[src/rtl/mmc_stat_pkg.sv]
package mmc_stat_pkg;

  localparam int WADDR_W  = 10;
  localparam int STICKY_W = 11;
  localparam int LIVE_W   = 11;
  localparam int STATUS_W = STICKY_W + LIVE_W;
  localparam int NUM_IRQ  = 2;
  localparam int ID_W     = 8;

  // bit 9 of the event field is a hole that never latches
  localparam logic [STICKY_W-1:0] STICKY_VALID = 11'h5FF;

  localparam logic [WADDR_W-1:0] W_POWER  = 10'd0;
  localparam logic [WADDR_W-1:0] W_CLOCK  = 10'd1;
  localparam logic [WADDR_W-1:0] W_ARG    = 10'd2;
  localparam logic [WADDR_W-1:0] W_CMD    = 10'd3;
  localparam logic [WADDR_W-1:0] W_RSP0   = 10'd5;
  localparam logic [WADDR_W-1:0] W_RSP3   = 10'd8;
  localparam logic [WADDR_W-1:0] W_STATUS = 10'd13;
  localparam logic [WADDR_W-1:0] W_CLEAR  = 10'd14;
  localparam logic [WADDR_W-1:0] W_MASKA  = 10'd15;
  localparam logic [WADDR_W-1:0] W_MASKB  = 10'd16;

  typedef struct packed {
    logic wrPower;
    logic wrClock;
    logic wrArg;
    logic wrCmd;
    logic wrClear;
    logic wrMaskA;
    logic wrMaskB;
  } wrStrobeT;

  typedef enum logic [3:0] {
    SEL_NONE,
    SEL_POWER,
    SEL_CLOCK,
    SEL_ARG,
    SEL_CMD,
    SEL_RSP,
    SEL_STATUS,
    SEL_MASKA,
    SEL_MASKB,
    SEL_ID
  } rdSelT;

  function automatic logic [ID_W-1:0] idByte(input logic [2:0] idx);
    case (idx)
      3'd0:    idByte = 8'h81;
      3'd1:    idByte = 8'h11;
      3'd2:    idByte = 8'h04;
      3'd3:    idByte = 8'h00;
      3'd4:    idByte = 8'h0D;
      3'd5:    idByte = 8'hF0;
      3'd6:    idByte = 8'h05;
      default: idByte = 8'hB1;
    endcase
  endfunction

endpackage

[src/rtl/mmc_stat_ctrl.sv]
module mmc_stat_ctrl
  import mmc_stat_pkg::*;
#(
  parameter int NUM_RSP = 4
) (
  input  logic               clk,
  input  logic               rstN,
  input  logic [WADDR_W-1:0] wordAddr,
  input  logic               wrEn,
  output wrStrobeT           strb,
  output rdSelT              rdSel,
  output logic [$clog2(NUM_RSP)-1:0] rspIdx,
  output logic [2:0]         idIdx
);

  localparam int RSP_IDX_W = $clog2(NUM_RSP);

  logic inIdWindow;
  logic inRspWindow;
  logic [WADDR_W-1:0] rspOffset;

  assign inIdWindow  = (wordAddr[WADDR_W-1:3] == '1);
  assign inRspWindow = (wordAddr >= W_RSP0) && (wordAddr <= W_RSP3);
  assign rspOffset   = wordAddr - W_RSP0;
  assign rspIdx      = rspOffset[RSP_IDX_W-1:0];
  assign idIdx       = wordAddr[2:0];

  always_comb begin
    strb = '0;
    if (wrEn) begin
      case (wordAddr)
        W_POWER: strb.wrPower = 1'b1;
        W_CLOCK: strb.wrClock = 1'b1;
        W_ARG:   strb.wrArg   = 1'b1;
        W_CMD:   strb.wrCmd   = 1'b1;
        W_CLEAR: strb.wrClear = 1'b1;
        W_MASKA: strb.wrMaskA = 1'b1;
        W_MASKB: strb.wrMaskB = 1'b1;
        default: strb = '0;
      endcase
    end
  end

  always_comb begin
    rdSel = SEL_NONE;
    if (inIdWindow) begin
      rdSel = SEL_ID;
    end else if (inRspWindow) begin
      rdSel = SEL_RSP;
    end else begin
      case (wordAddr)
        W_POWER:  rdSel = SEL_POWER;
        W_CLOCK:  rdSel = SEL_CLOCK;
        W_ARG:    rdSel = SEL_ARG;
        W_CMD:    rdSel = SEL_CMD;
        W_STATUS: rdSel = SEL_STATUS;
        W_MASKA:  rdSel = SEL_MASKA;
        W_MASKB:  rdSel = SEL_MASKB;
        default:  rdSel = SEL_NONE;
      endcase
    end
  end

  // a single write never reaches two registers
  a_r10_one_target: assert property (@(posedge clk) disable iff (!rstN)
    $onehot0(strb));

  // no strobe without a bus write
  a_r10_no_stray_write: assert property (@(posedge clk) disable iff (!rstN)
    !wrEn |-> (strb == '0));

endmodule

[src/rtl/mmc_stat_path.sv]
module mmc_stat_path
  import mmc_stat_pkg::*;
#(
  parameter int DATA_W   = 32,
  parameter int NARROW_W = 8,
  parameter int NUM_RSP  = 4
) (
  input  logic                      clk,
  input  logic                      rstN,
  input  wrStrobeT                  strb,
  input  rdSelT                     rdSel,
  input  logic [$clog2(NUM_RSP)-1:0] rspIdx,
  input  logic [2:0]                idIdx,
  input  logic [DATA_W-1:0]         busWrData,
  input  logic [STICKY_W-1:0]       evtPulse,
  input  logic [LIVE_W-1:0]         liveFlags,
  input  logic                      rspLoad,
  input  logic [NUM_RSP*DATA_W-1:0] rspWords,
  output logic [DATA_W-1:0]         busRdData,
  output logic [NUM_IRQ-1:0]        irqOut
);

  logic [NARROW_W-1:0] powerQ;
  logic [NARROW_W-1:0] clockQ;
  logic [DATA_W-1:0]   argQ;
  logic [DATA_W-1:0]   cmdQ;
  logic [DATA_W-1:0]   rspQ [NUM_RSP];
  logic [STATUS_W-1:0] maskQ [NUM_IRQ];
  logic [STICKY_W-1:0] stickyQ;
  logic [STICKY_W-1:0] setBits;
  logic [STICKY_W-1:0] clrBits;
  logic [STATUS_W-1:0] statusWord;
  logic [NUM_IRQ-1:0]  maskWr;

  // configuration registers
  always_ff @(posedge clk) begin
    if (!rstN) begin
      powerQ <= '0;
      clockQ <= '0;
      argQ   <= '0;
      cmdQ   <= '0;
    end else begin
      if (strb.wrPower) powerQ <= busWrData[NARROW_W-1:0];
      if (strb.wrClock) clockQ <= busWrData[NARROW_W-1:0];
      if (strb.wrArg)   argQ   <= busWrData;
      if (strb.wrCmd)   cmdQ   <= busWrData;
    end
  end

  // response words, loaded together by the command engine
  for (genvar r = 0; r < NUM_RSP; r++) begin : gRsp
    always_ff @(posedge clk) begin
      if (!rstN) begin
        rspQ[r] <= '0;
      end else if (rspLoad) begin
        rspQ[r] <= rspWords[r*DATA_W +: DATA_W];
      end
    end
  end

  // sticky events: set has priority over clear
  assign setBits = evtPulse & STICKY_VALID;
  assign clrBits = strb.wrClear ? busWrData[STICKY_W-1:0] : '0;

  always_ff @(posedge clk) begin
    if (!rstN) begin
      stickyQ <= '0;
    end else begin
      stickyQ <= (stickyQ & ~clrBits) | setBits;
    end
  end

  assign statusWord = {liveFlags, stickyQ};

  // masks and interrupt lines
  assign maskWr = {strb.wrMaskB, strb.wrMaskA};

  for (genvar g = 0; g < NUM_IRQ; g++) begin : gIrq
    always_ff @(posedge clk) begin
      if (!rstN) begin
        maskQ[g] <= '0;
      end else if (maskWr[g]) begin
        maskQ[g] <= busWrData[STATUS_W-1:0];
      end
    end

    assign irqOut[g] = |(statusWord & maskQ[g]);

    // an empty mask keeps its line quiet
    a_r6_quiet_mask: assert property (@(posedge clk) disable iff (!rstN)
      (maskQ[g] == '0) |-> !irqOut[g]);
  end

  // read mux
  always_comb begin
    busRdData = '0;
    case (rdSel)
      SEL_POWER:  busRdData = {{(DATA_W-NARROW_W){1'b0}}, powerQ};
      SEL_CLOCK:  busRdData = {{(DATA_W-NARROW_W){1'b0}}, clockQ};
      SEL_ARG:    busRdData = argQ;
      SEL_CMD:    busRdData = cmdQ;
      SEL_RSP:    busRdData = rspQ[rspIdx];
      SEL_STATUS: busRdData = {{(DATA_W-STATUS_W){1'b0}}, statusWord};
      SEL_MASKA:  busRdData = {{(DATA_W-STATUS_W){1'b0}}, maskQ[0]};
      SEL_MASKB:  busRdData = {{(DATA_W-STATUS_W){1'b0}}, maskQ[1]};
      SEL_ID:     busRdData = {{(DATA_W-ID_W){1'b0}}, idByte(idIdx)};
      default:    busRdData = '0;
    endcase
  end

  // a valid pulse always lands, even against a clear
  a_r2_event_lands: assert property (@(posedge clk) disable iff (!rstN)
    (setBits != '0) |=> ((stickyQ & $past(setBits)) == $past(setBits)));

  // cleared bits without a competing pulse are gone
  a_r3_clear_takes: assert property (@(posedge clk) disable iff (!rstN)
    strb.wrClear |=>
      ((stickyQ & $past(busWrData[STICKY_W-1:0]) & ~$past(setBits)) == '0));

  // without pulse or clear the sticky word holds
  a_r2_hold: assert property (@(posedge clk) disable iff (!rstN)
    ((setBits == '0) && !strb.wrClear) |=> $stable(stickyQ));

  // the hole at bit 9 stays empty
  a_r2_hole_empty: assert property (@(posedge clk) disable iff (!rstN)
    !stickyQ[9]);

  // a mask write lands
  a_r6_mask_loads: assert property (@(posedge clk) disable iff (!rstN)
    strb.wrMaskA |=> (maskQ[0] == $past(busWrData[STATUS_W-1:0])));

endmodule

[src/rtl/mmc_stat_irq.sv]
module mmc_stat_irq
  import mmc_stat_pkg::*;
#(
  parameter int DATA_W   = 32,
  parameter int NARROW_W = 8,
  parameter int NUM_RSP  = 4
) (
  input  logic                      clk,
  input  logic                      rstN,
  input  logic [WADDR_W-1:0]        busWordAddr,
  input  logic                      busWrEn,
  input  logic [DATA_W-1:0]         busWrData,
  output logic [DATA_W-1:0]         busRdData,
  input  logic [STICKY_W-1:0]       evtPulse,
  input  logic [LIVE_W-1:0]         liveFlags,
  input  logic                      rspLoad,
  input  logic [NUM_RSP*DATA_W-1:0] rspWords,
  output logic                      intReqA,
  output logic                      intReqB
);

  localparam int RSP_IDX_W = $clog2(NUM_RSP);

  wrStrobeT              strb;
  rdSelT                 rdSel;
  logic [RSP_IDX_W-1:0]  rspIdx;
  logic [2:0]            idIdx;
  logic [NUM_IRQ-1:0]    irqOut;

  mmc_stat_ctrl #(
    .NUM_RSP (NUM_RSP)
  ) u_ctrl (
    .clk      (clk),
    .rstN     (rstN),
    .wordAddr (busWordAddr),
    .wrEn     (busWrEn),
    .strb     (strb),
    .rdSel    (rdSel),
    .rspIdx   (rspIdx),
    .idIdx    (idIdx)
  );

  mmc_stat_path #(
    .DATA_W   (DATA_W),
    .NARROW_W (NARROW_W),
    .NUM_RSP  (NUM_RSP)
  ) u_path (
    .clk       (clk),
    .rstN      (rstN),
    .strb      (strb),
    .rdSel     (rdSel),
    .rspIdx    (rspIdx),
    .idIdx     (idIdx),
    .busWrData (busWrData),
    .evtPulse  (evtPulse),
    .liveFlags (liveFlags),
    .rspLoad   (rspLoad),
    .rspWords  (rspWords),
    .busRdData (busRdData),
    .irqOut    (irqOut)
  );

  assign intReqA = irqOut[0];
  assign intReqB = irqOut[1];

endmodule

[config.mk]
export PLATFORM = sky130hd
export DESIGN_NAME = mmc_stat_irq
export DESIGN_NICKNAME = d
export VERILOG_FILES = /design/src/rtl/mmc_stat_pkg.sv /design/src/rtl/mmc_stat_ctrl.sv /design/src/rtl/mmc_stat_path.sv /design/src/rtl/mmc_stat_irq.sv
export SDC_FILE = /design/constraint.sdc
export NUM_CORES = 1
export LEC_CHECK = 0
export ABC_AREA = 1
export BUFFER_PORTS_ARGS = -buffer_cell sky130_fd_sc_hd__buf_2
export CAP_MARGIN = 20
export CORE_MARGIN = 3
export CORE_UTILIZATION = 40
export DETAILED_ROUTE_END_ITERATION = 10
export GPL_ROUTABILITY_DRIVEN = 0
export PLACE_DENSITY = 0.57
export SYNTH_ARGS = -nofsm -noshare
export SYNTH_HDL_FRONTEND = slang
export SYNTH_SLANG_ARGS = --single-unit
[constraint.sdc]
create_clock -name clk -period 4.17 [get_ports clk]
set_input_delay 0.2085 -clock clk [delete_from_list [all_inputs] [get_ports clk]]
set_output_delay 0.2085 -clock clk [all_outputs]
set_load 0.02 [all_outputs]
-- Word-level counts from Yosys, hierarchy flattened
Memories as Yosys holds them, arrays and structs flattened.
Cells that the tools add are included.
- register bits after elaboration: 91
- memories kept: 2
- logic and storage cells: 79
- memory bits (writable): 172
- memories (memory ; depth ; bits a word ; rd ports ; clocked after Yosys merged registers in ; wr ports ; RTL line ; source):
    u_path.rspQ ; 4 ; 32 ; 1 ; 0 ; 4 ; mmc_stat_path.sv:27 ; logic [DATA_W-1:0] rspQ [NUM_RSP];
    u_path.maskQ ; 2 ; 22 ; 2 ; 0 ; 2 ; mmc_stat_path.sv:28 ; logic [STATUS_W-1:0] maskQ [NUM_IRQ];
- $lt $le $gt $ge: 2
- reductions and logical operators: 5
- $add $sub $neg: 1
- bitwise operators: 11
- mux-type cells: 30
- eq/ne operators: 23
- operators by type and width (operator ; number):
    $pmux 32 s9 ; 1
    $mux 32 ; 4
    $pmux 8 s7 ; 1
    $and 22x22->22 ; 2
    $mux 22 ; 2
    $reduce_or 22->1 ; 2
    $eq 10x4->1 const B ; 3
    $pmux 4 s7 ; 1
    $eq 10x2->1 const B ; 2
    $mux 1 ; 17
    $eq 4x3->1 const B ; 4
    $and 11x11->11 ; 1
    $mux 11 ; 1
    $not 11->11 ; 1
    $or 11x11->11 ; 1
    $eq 10x1->1 const B ; 1
    $eq 10x5->1 const B ; 1
    $ge 10x3->1 const B ; 1
    $le 10x4->1 const B ; 1
    $logic_not 10->1 ; 1
    $eq 3x3->1 const B ; 3
    $eq 4x2->1 const B ; 2
    $eq 4x4->1 const B ; 2
    $mux 4 ; 2
    9 further kinds ; 15

-- Longest topological paths before layout
Gate-level depths: netlist of the first run.
- word-level depth: 7
- depth in mapped cells: 16
- gate-level depth less buffers: 14

-- Hierarchy
From an unflattened synthesis of the first run, not the netlist that was laid out.
- cells, all modules: 1612
- area, all modules: 12640.9 µm²
- modules (own cells, without submodules) (module ; cells an instance ; area each (µm²) ; seq. area each (µm²) ; times used):
    mmc_stat_path ; 1546 ; 12289.3 ; 6986.7 ; 1
    mmc_stat_ctrl ; 66 ; 351.6 ; 0.0 ; 1

-- Worst setup path after synthesis of the first run
No wires, ideal clock.
- path kind: input to register
- from: input busWordAddr[0]
- to: memory u_path.maskQ[1][0] (netlist bit), enable pin
- data arrival time: 3248 ps
- setup time: 432 ps
- path slack: 490 ps
- stages: 9
- cell sequence: inv_1 -> clkbuf_1 -> clkbuf_1 -> ha_1 -> nand2_1 -> nor2_1 -> nand2_1 -> clkbuf_1 -> o21ai_0
- RTL lines (element ; RTL line ; source):
    start, declared ; mmc_stat_irq.sv:10 ; input logic [WADDR_W-1:0] busWordAddr,
    end, declared ; mmc_stat_path.sv:28 ;

-- Final worst setup path of the first run
- from: input busWordAddr[0]
- to: output busRdData[17]
- cells in the longest elaborated chain, start to end: 6
- elaborated cells between the ends (all ways): 25
- those cells by class: add/sub (1); order compare (2); eq/ne (15); mux (4); reduce/logical (2); memory (1)
- RTL lines (element ; RTL line ; source):
    $ge 10x3->1 (tied with other cells) ; mmc_stat_ctrl.sv:23 ; assign inRspWindow = (wordAddr >= W_RSP0) && (wordAddr <= W_RSP3);
    $logic_and 1x1->1 or $pmux 4 s7 (tied branches) ; mmc_stat_ctrl.sv:23, mmc_stat_ctrl.sv:51 ;
    $mux 4 ; mmc_stat_ctrl.sv:48 ; end else if (inRspWindow) begin
    $mux 4 ; mmc_stat_ctrl.sv:46 ; if (inIdWindow) begin
    $eq 4x4->1 (tied with other cells) ; mmc_stat_path.sv:97 ; case (rdSel)
    $pmux 32 s9 * ; mmc_stat_path.sv:97 ;
    end, declared ; mmc_stat_irq.sv:13 ; output logic [DATA_W-1:0] busRdData,
Every way passes the cells marked *; elsewhere a longest branch is shown, timed or not.

==> flow_metrics.py, run 1 <==
metrics = {
    "outcome": {
        "status": "finished, final reports clean",
    },
    "global_routing": {
        "grt_max_degree": 86,
        "grt_pass1_vias": 11600,
        "grt_pass1_wl_mm": 63.6,
        "antenna_found_initial": 0,
        "grt_usage_pct": 23.6,
        "gr-total-overflow": 0,
    },
    "floorplanning": {
        "core-area_sq_um": 31100,
        "dieWidth_um": 185,
        "die_h_um": 185,
        "dieArea_sq_um": 34200,
        "fp-row-count": 64,
        "ios": 230,
        "start_util_pct": 41.3,
    },
    "placement": {
        "port_buffers": 228,
        "hpwl_mm": 26.6,
    },
    "setup_path": {
        "cp.arrival_ps": 3100,
        "setup.worst_path.start_class": "input pin",
        "r2r_slack_ps": 3410,
        "crit_fanout": 28,
        "crit_type": "input pin to output pin",
        "path_cells": "buf_2 -> inv_2 -> ha_1 -> nand2_1 -> inv_1 -> o21ai_2 -> nand2_2 -> nor2_8 -> nand3_1 -> o21ai_0 -> nor2_1 -> nand2_1 -> buf_2",
        "slowest_stage": "nand3_1",
        "crit_required_ps": 3960,
        "end_kind": "output pin",
        "cpPeakStageDelay_ps": 570,
    },
    "yosys": {
        "synthArstFlopShare_pct": 0,
        "synth.avg_cell_area_sq_um": 8.20,
        "yosysSeqAreaShare_pct": 54.5,
        "synthAdderAreaFrac_pct": 0.488,
        "synth_fp_nets": 1765,
        "ys_types": 35,
        "synth_xor_area_share_pct": 0,
        "synthCells": 1564,
        "ys_top_cells_by_area": "edfxtp_1 40%, dfxtp_1 14%, nor2_1 10%",
        "synth-edff-count": 172,
        "synth_top_cell_by_area": "edfxtp_1",
        "synth_commonest_cells": "342 x nor2_1, 239 x inv_1, 172 x edfxtp_1, 167 x o21ai_0, 137 x nand2_1",
        "synth_top_area_share_pct": 40.3,
        "synthSimpleGateAreaFrac_pct": 21.8,
        "yosys_warnings": 0,
        "synth-seq-cells": 263,
        "synth_top_family_by_area": "simple AND/OR/NAND/NOR gates",
        "yosys_most_used_dff": "edfxtp_1",
        "synthMuxAreaShare_pct": 0,
        "mappedNetlistArea_sq_um": 12800,
        "synth_compound_area_share_pct": 13.1,
        "synth.most_common_cell": "nor2_1",
    },
    "drt": {
        "wl_per_cell_um": 17.6,
        "dr_wl_met3_mm": 2.74,
        "first_pass_iters": 5,
        "top_layer": "met4",
        "viasPerCell": 5.12,
        "wl_mm": 41.1,
        "drt_iter0_markers": 948,
        "vias": 12000,
        "met1_length_mm": 18.1,
        "drc": 0,
        "met2_length_mm": 18.8,
        "ant_nets": 0,
    },
    "sta": {
        "clock.fmax_mhz": 302,
        "period_minus_slack_ps": 3310,
        "setup_viol_count_final": 0,
        "rsz0062_at_grt": "false",
        "hold_viol": 0,
        "tightest_slew_ps": 1020,
        "finalMaxSlewViolations": 0,
        "fin_setup_tns_ps": 0,
        "maxSlewHeadroom_pct": 31.8,
        "fin_skew_ps": 0,
        "fin_crit_sh_pct": 79.4,
    },
    "power_and_ir_drop": {
        "power.switching_w": 0.00144,
        "switching_share_pct": 23.9,
        "clkPwrFrac_pct": 40.8,
        "p_leak_nw": 7.83,
        "p_comb_share_pct": 10.2,
        "power.internal_w": 0.00460,
        "peakVddDrop_mv": 0.345,
        "power_density_nw_per_um2": 360,
        "seqPwrFrac_pct": 49.0,
    },
    "cells_and_area": {
        "drive_above_1_share_pct": 16.5,
        "area_growth_pct": 31.1,
        "fillers": 2860,
        "layout.nets": 2121,
        "final_util_pct": 54.1,
        "antenna_cells": 0,
    },
    "clocking": {
        "clk_latency_ps": 550,
        "clock-sinks": 263,
        "cts_root_buf": "clkbuf_16",
        "clk_pin_slew_ps": 60,
        "clock_path_buffers": 3,
        "cts_made_buffers": 30,
        "htree_levels": 1,
        "tritoncts": "done",
    },
    "hold_path": {
        "hp-class": "input pin to register",
    },
    "run": {
        "max_cap_violations": 0,
    },
}
-- final cells by class --
cell class	instances	area (sq um)	area share, %
sequential	263	6990	41.6
multi-input combinational	968	4540	27.0
timing repair buffer	412	2940	17.5
inverter	245	920	5.47
clock buffer	43	820	4.88
tap	396	495	2.95
clock inverter	12	96.3	0.573
-- power groups by stage --
stage	clock network, W	registers, W	logic, W
global placement	0	0.00301	0.000489
detailed placement	0	0.00301	0.000492
CTS	0.00252	0.00296	0.000608
global route	0.00263	0.00297	0.000685
finish	0.00247	0.00296	0.000617
floorplan	0	0.00300	0.000262
-- cell usage in the layout, fill, tap and decap left out, types with 3 or more instances in the layout --
cell / Yosys / routed
nor2_1: 342 / 342
inv_1: 239 / 238
buf_2: 24 / 228
edfxtp_1: 172 / 172
o21ai_0: 167 / 165
dlygate4sd3_1: 0 / 162
nand2_1: 137 / 136
nand3_1: 102 / 102
a21oi_1: 96 / 96
dfxtp_1: 91 / 91
nand4_1: 42 / 42
o22ai_1: 31 / 31
clkbuf_16: 0 / 30
buf_4: 4 / 21
clkbuf_1: 57 / 11
o21ai_1: 8 / 10
inv_2: 6 / 7
nor2_4: 7 / 7
a221oi_1: 6 / 6
ha_1: 5 / 5
clkinv_1: 0 / 4
clkinv_2: 0 / 4
o21ai_2: 3 / 3
nand2_2: 3 / 3
a22o_1: 3 / 3
-- critical path: cells and delay by family --
kind	cells	cell delay (ps)
buffers and inverters	4	430
AOI/OAI and AO/OA	2	530
adders and majority gates	1	250
and+or+nand+nor	6	1670
-- flip-flops by register name (all words and copies together) (netlist names) --
name,flops
u_path.rspQ,128
u_path.maskQ,44
u_path.argQ,32
u_path.cmdQ,32
u_path.stickyQ,11
u_path.clockQ,8
u_path.powerQ,8
-- kinds of logic (layout without fill, tap and decap cells) --
family / count (synthesis) / after routing
AOI/OAI and AO/OA: 316 / 316
buffers and inverters: 333 / 712
and+or+nand+nor: 647 / 647
adders and majority gates: 5 / 5
DFF: 263 / 263
-- per-layer routing --
metal  global-route usage, %  up-vias
met1                    33.0     5553
met2                    37.7      468
met3                    3.63       88
met4                    8.04        0
li1                        -     5855
met5                       0        -
-- path summary, 6_finish.rpt --
kind | from | to | depth (start not counted)
min | busWrData[7] | u_path.powerQ[7]$_SDFFE_PN0P_ | 3
min reg2reg | u_path.stickyQ[7]$_SDFF_PN0_ | u_path.stickyQ[7]$_SDFF_PN0_ | 2
max reg2reg | u_path.stickyQ[6]$_SDFF_PN0_ | u_path.stickyQ[6]$_SDFF_PN0_ | 2
max | busWordAddr[0] | busRdData[17] | 13
-- stage by stage --
stage | std cells | power [W] | hold slack [ps] | cell area, sq um | setup WS, ps
6_report | 2339 | 0.00604 | 66.4 | 16800 | 857
5_1_grt | 2339 | 0.00629 | 73.9 | 16800 | 611
4_1_cts | 2339 | 0.00608 | 42.7 | 16800 | 839
3_5_place_dp | 2122 | 0.00351 | 458 | 14300 | 849
3_3_place_gp | 2122 | 0.00350 | 452 | 14300 | 945
2_1_floorplan | 1564 | 0.00326 | 341 | 12800 | 490
-- repair_timing --
action                                 in CTS  in global routing
gates resized for setup                     0                  0
hold buffers                              162                  0
endpoints found under the hold margin     185                  0
buffers inserted                            0                  0
(Power assumes the default switching activity.)
==> run 2, diff against run 1 <==
Settings changed: ABC_AREA 1 to 0, PLACE_DENSITY 0.57 to 0.6.
Clock period 4.17 ns to 2.9 ns, I/O delays scaled along.
==> flow_metrics.py, run 2 <==
metrics = {
    "drt": {
        "ant_nets": 0,
        "drt_iter0_markers": 1068,
        "first_pass_iters": 6,
        "vias": 10100,
        "wl_per_cell_um": 20.8,
        "drc": 0,
        "viasPerCell": 5.51,
        "wl_mm": 38.3,
    },
    "floorplanning": {
        "dieWidth_um": 179,
        "core-area_sq_um": 29200,
        "dieArea_sq_um": 32100,
        "die_h_um": 179,
        "ios": 230,
        "fp-row-count": 62,
        "start_util_pct": 41.2,
    },
    "sta": {
        "finalMaxSlewViolations": 0,
        "clock.fmax_mhz": 373,
        "hold_viol": 0,
        "maxSlewHeadroom_pct": 36.0,
        "tightest_slew_ps": 960,
        "setup_viol_count_final": 0,
        "period_minus_slack_ps": 2680,
        "fin_skew_ps": 0,
        "fin_setup_tns_ps": 0,
        "fin_crit_sh_pct": 92.5,
        "rsz0062_at_grt": "false",
    },
    "setup_path": {
        "reg2reg_from": "u_path.stickyQ[4]$_SDFF_PN0_",
        "ff2ff_path_depth": 2,
        "end_kind": "output pin",
        "r2r_slack_ps": 1940,
        "crit_type": "input pin to output pin",
        "crit_fanout": 13,
        "crit_required_ps": 2760,
        "setup.worst_path.start_class": "input pin",
        "worstSetupStartpoint": "busWordAddr[0]",
        "cp.arrival_ps": 2540,
        "r2r-end": "u_path.stickyQ[4]$_SDFF_PN0_",
    },
    "clocking": {
        "cts_setup_buffers": 0,
        "clk_pin_slew_ps": 60,
        "clock-sinks": 263,
        "cts_root_buf": "clkbuf_16",
        "cts_made_buffers": 28,
        "clock_path_buffers": 3,
        "htree_levels": 1,
        "tritoncts": "done",
        "clk_latency_ps": 540,
    },
    "power_and_ir_drop": {
        "p_comb_share_pct": 10.7,
        "power.switching_w": 0.00196,
        "seqPwrFrac_pct": 49.4,
        "power.internal_w": 0.00668,
        "p_leak_nw": 6.99,
        "peakVddDrop_mv": 0.443,
        "p_total_w": 0.00864,
        "clkPwrFrac_pct": 39.9,
        "switching_share_pct": 22.7,
        "power_density_nw_per_um2": 527,
    },
    "cells_and_area": {
        "largest-register": "u_path.rspQ",
        "area_growth_pct": 36.3,
        "finish.instance_area_sq_um": 16400,
        "drive_above_1_share_pct": 25.6,
        "layout_common_cells": "227 x buf_2, 173 x nand2_1, 172 x edfxtp_1",
        "layout.nets": 1633,
        "largest_registers": "u_path.rspQ: 128 flops, u_path.maskQ: 44 flops",
        "final_common_cell": "buf_2",
        "largest_register_ffs": 128,
    },
    "global_routing": {
        "globalRouteMet1Util_pct": 32.0,
        "grtUsageMet2_pct": 37.3,
        "busiest_layer": "met2",
        "grt_usage_pct": 23.3,
        "grt_pass1_vias": 9973,
        "gr-total-overflow": 0,
        "antenna_found_initial": 2,
        "grt_pass1_wl_mm": 57.0,
        "grt_use_met3_pct": 4.68,
        "grt_max_degree": 129,
    },
    "yosys": {
        "yosysSeqAreaShare_pct": 58.2,
        "synth_top_cell_by_area": "edfxtp_1",
        "ys_types": 48,
        "synth-seq-cells": 263,
        "mappedNetlistArea_sq_um": 12000,
        "yosys_warnings": 0,
        "synthCells": 1035,
        "synth.most_common_cell": "nand2_1",
        "synth-edff-count": 172,
        "ys_top_cells_by_area": "edfxtp_1 43%, dfxtp_1 15%, and3_1 6.8%",
        "synth_fp_nets": 1236,
        "synth_commonest_cells": "173 x nand2_1, 172 x edfxtp_1, 130 x and3_1, 91 x dfxtp_1, 67 x a21oi_1",
        "yosys_most_used_dff": "edfxtp_1",
        "synth.avg_cell_area_sq_um": 11.6,
        "synthArstFlopShare_pct": 0,
        "synth_top_area_share_pct": 43.0,
    },
    "placement": {
        "hpwl_mm": 25.4,
        "port_buffers": 228,
        "dpl_cell_area_sq_um": 13800,
    },
    "outcome": {
        "status": "finished, final reports clean",
    },
    "hold_path": {
        "min_from": "busWrEn",
        "hold_path_end": "u_path.maskQ[1][2]$_SDFFCE_PN0P_",
        "hp-class": "input pin to register",
        "hold_path_depth": 3,
    },
    "run": {
        "max_cap_violations": 0,
    },
}
run 2: worst max-delay path by stage:
stage,endpoint,cells past startpoint,slack [ps]
after global placement,busRdData[19],11,220
after detailed placement,busRdData[3],11,160
after CTS,busRdData[3],11,150
after global routing,busRdData[3],11,20
after floorplan,busRdData[2],12,20
final,busRdData[3],11,220
run 2: final cells by class:
cell class | count | area, sq um
well taps | 384 | 480
diodes | 3 | 7.51
clock inverters | 3 | 63.8
repair buffers | 448 | 3280
flip-flops and latches | 263 | 6990
multi-input cells | 679 | 4680
clock buffers | 48 | 826
fillers | 2463 | 12800
inverters | 12 | 45.0
run 2: worst max-delay path, stage by stage:
cell and delay [ps]:
buf_2 150, inv_1 90, ha_1 210, or2_1 250, mux4_2 560, nor2_4 180, nor3_4 80, buf_4 210
a221oi_1 290, nand3_1 170, buf_2 200
run 2: cell families after synthesis:
logic type,after synthesis,share of synthesized area (%)
adders and majority gates,5,0.521
buffers and inverters,93,3.20
DFF,263,58.2
muxes,62,8.70
and+or+nand+nor,421,18.0
AOI/OAI and AO/OA,191,11.4
run 2: power groups by stage:
stage	clock network, W	logic (W)	registers [W]
floorplan	0	0.000380	0.00431
global placement	0	0.000731	0.00434
detailed placement	0	0.000735	0.00434
CTS	0.00349	0.000911	0.00427
global route	0.00363	0.000990	0.00428
finish	0.00344	0.000922	0.00427
run 2: metrics by stage:
step                      setup WS [ps]  hold WS, ps  utilization (%)  cells
after floorplan                    24.8          232                -   1035
after global placement              221          355             47.2   1616
after detailed placement            161          356             47.2   1616
after CTS                           152          163             56.1   1837
after global routing               16.2          198             56.1   1839
final                               218          185             56.1   1840
run 2: per-layer routing:
layer,wire [um],up-vias
met4,1180,0
met3,3350,78
li1,-,4690
met1,16200,4897
met2,17500,475
met5,0,-
run 2: what timing repair did:
action                                  4_1_cts  5_1_grt
gates resized for setup                       0        1
hold buffers                                170        0
hold endpoints to repair                    245        0
endpoints found under the setup margin        0        1
==> run 3, diff against run 2 <==
Settings changed: CTS_BUF_LIST set to sky130_fd_sc_hd__clkbuf_4.
==> flow_metrics.py, run 3 (synthesized netlist as in run 2, its figures left out) <==
metrics = {
    "setup_path": {
        "cp_common_cell": "buf_2",
        "slowest_stage": "mux4_2",
        "cp.arrival_ps": 2540,
        "crit_family": "simple AND/OR/NAND/NOR gates",
        "end_kind": "output pin",
        "crit_fanout": 13,
        "r2r_slack_ps": 1400,
        "path_buf_inv": 4,
        "cpPeakStageDelay_ps": 560,
        "path_cells": "buf_2 -> inv_1 -> ha_1 -> or2_1 -> mux4_2 -> nor2_4 -> nor3_4 -> buf_4 -> a221oi_1 -> nand3_1 -> buf_2",
        "setup.worst_path.start_class": "input pin",
        "crit_required_ps": 2760,
        "crit_type": "input pin to output pin",
    },
    "sta": {
        "setup_viol_count_final": 0,
        "fin_crit_sh_pct": 92.6,
        "hold_slack_ps": 99.1,
        "finalMaxSlewViolations": 0,
        "period_minus_slack_ps": 2680,
        "hold_viol": 0,
        "tightest_slew_ps": 951,
        "maxSlewHeadroom_pct": 36.6,
        "rsz0062_at_grt": "false",
        "clock.fmax_mhz": 372,
        "fin_skew_ps": 0,
        "fin_setup_tns_ps": 0,
    },
    "global_routing": {
        "grt_pass1_vias": 10500,
        "gr-total-overflow": 0,
        "grt_max_degree": 129,
        "grt_usage_pct": 24.1,
        "antenna_found_initial": 5,
        "grt_pass1_wl_mm": 58.5,
    },
    "drt": {
        "drt_iter0_markers": 1077,
        "top_layer": "met5",
        "wl_mm": 39.3,
        "wl_per_cell_um": 20.3,
        "dr_wl_met3_mm": 3.61,
        "ant_nets": 0,
        "met2_length_mm": 18.3,
        "first_pass_iters": 7,
        "drc": 0,
        "met1_length_mm": 16.3,
        "vias": 10500,
        "viasPerCell": 5.44,
    },
    "cells_and_area": {
        "largest_register_ffs": 128,
        "multi_input_area_sq_um": 4680,
        "largest-register": "u_path.rspQ",
        "layout.nets": 1696,
        "final-seq-area_sq_um": 6990,
        "drive_above_1_share_pct": 29.2,
        "final_util_pct": 56.9,
        "area_growth_pct": 38.3,
        "fillers": 2452,
        "fin_cells": 1935,
        "final_common_cell": "buf_2",
        "largest_registers": "u_path.rspQ: 128 flops, u_path.maskQ: 44 flops",
        "layout_common_cells": "227 x buf_2, 187 x dlygate4sd3_1, 173 x nand2_1",
    },
    "clocking": {
        "cts_root_buf": "clkbuf_4",
        "tritoncts": "done",
        "cts_made_buffers": 74,
        "clk_pin_slew_ps": 70,
        "clk_latency_ps": 660,
        "htree_levels": 3,
        "clock_path_buffers": 3,
        "clock-sinks": 263,
    },
    "power_and_ir_drop": {
        "power_density_nw_per_um2": 522,
        "peakVddDrop_mv": 0.276,
        "p_leak_nw": 7.22,
    },
    "outcome": {
        "status": "finished, final reports clean",
    },
    "floorplanning": {
        "die_h_um": 179,
        "dieWidth_um": 179,
        "ios": 230,
        "start_util_pct": 41.2,
        "dieArea_sq_um": 32100,
        "fp-row-count": 62,
        "core-area_sq_um": 29200,
    },
    "placement": {
        "port_buffers": 228,
        "place_inst": 1616,
        "hpwl_mm": 25.4,
    },
    "run": {
        "max_cap_violations": 0,
    },
    "hold_path": {
        "hp-class": "input pin to register",
    },
}
-- run 3: changes by cell type in the layout (fill, tap and decap cells not counted) --
cell | before | now
clkbuf_4 | 0 | 106
clkbuf_16 | 28 | 0
dlygate4sd3_1 | 170 | 187
clkbuf_1 | 15 | 0
clkinv_1 | 1 | 13
clkbuf_8 | 5 | 0
inv_6 | 0 | 3
clkinv_2 | 0 | 2
bufinv_16 | 1 | 2
clkinv_16 | 1 | 0
clkinvlp_4 | 0 | 1
diode_2 | 3 | 4
inv_2 | 1 | 2
-- run 3: layout make-up --
cell class | count | area share (%)
repair buffers | 465 | 20.8
inverters | 12 | 0.271
clock buffers | 106 | 4.79
multi-input cells | 679 | 28.2
clock inverters | 22 | 0.942
flip-flops and latches | 263 | 42.1
diodes | 4 | 0.0603
well taps | 384 | 2.89
-- run 3: power breakdown --
group / total [W] / internal (W) / switching (W)
Clock: 0.00345 / 0.00187 / 0.00158
Combinational: 0.000948 / 0.000489 / 0.000459
Sequential: 0.00427 / 0.00419 / 0.0000789
Total: 0.00866 / 0.00655 / 0.00212
-- run 3: timing repair --
item	in CTS	in global routing
resized for setup	0	1
buffers inserted	0	0
endpoints found under the hold margin	264	0
hold buffers	187	0
setup endpoints to repair	0	1
-- run 3: metal layers --
| layer | vias up | GRT usage, % |
|---|---|---|
| met3 | 83 | 6.18 |
| met2 | 540 | 38.1 |
| met1 | 5021 | 32.0 |
| met4 | 2 | 9.31 |
| met5 | - | 0 |
| li1 | 4871 | - |
-- run 3: metrics by stage --
stage          setup slack, ps  power [W]  cell area [sq um]
5_1_grt                   19.6    0.00903              16600
4_1_cts                    152    0.00875              16600
3_3_place_gp               221    0.00507              13800
3_5_place_dp               161    0.00508              13800
2_1_floorplan             24.8    0.00469              12000
6_report                   215    0.00866              16600
-- run 3: final timing paths --
| check | startpoint | endpoint | cells past startpoint |
|---|---|---|---|
| setup / recovery | busWordAddr[0] | busRdData[3] | 11 |
| hold / removal | rspLoad | u_path.rspQ[1][6]$_SDFFCE_PN0P_ | 2 |
| setup reg to reg | u_path.stickyQ[4]$_SDFF_PN0_ | u_path.stickyQ[4]$_SDFF_PN0_ | 3 |
| hold reg to reg | u_path.argQ[0]$_SDFFE_PN0P_ | u_path.argQ[0]$_SDFFE_PN0P_ | 2 |
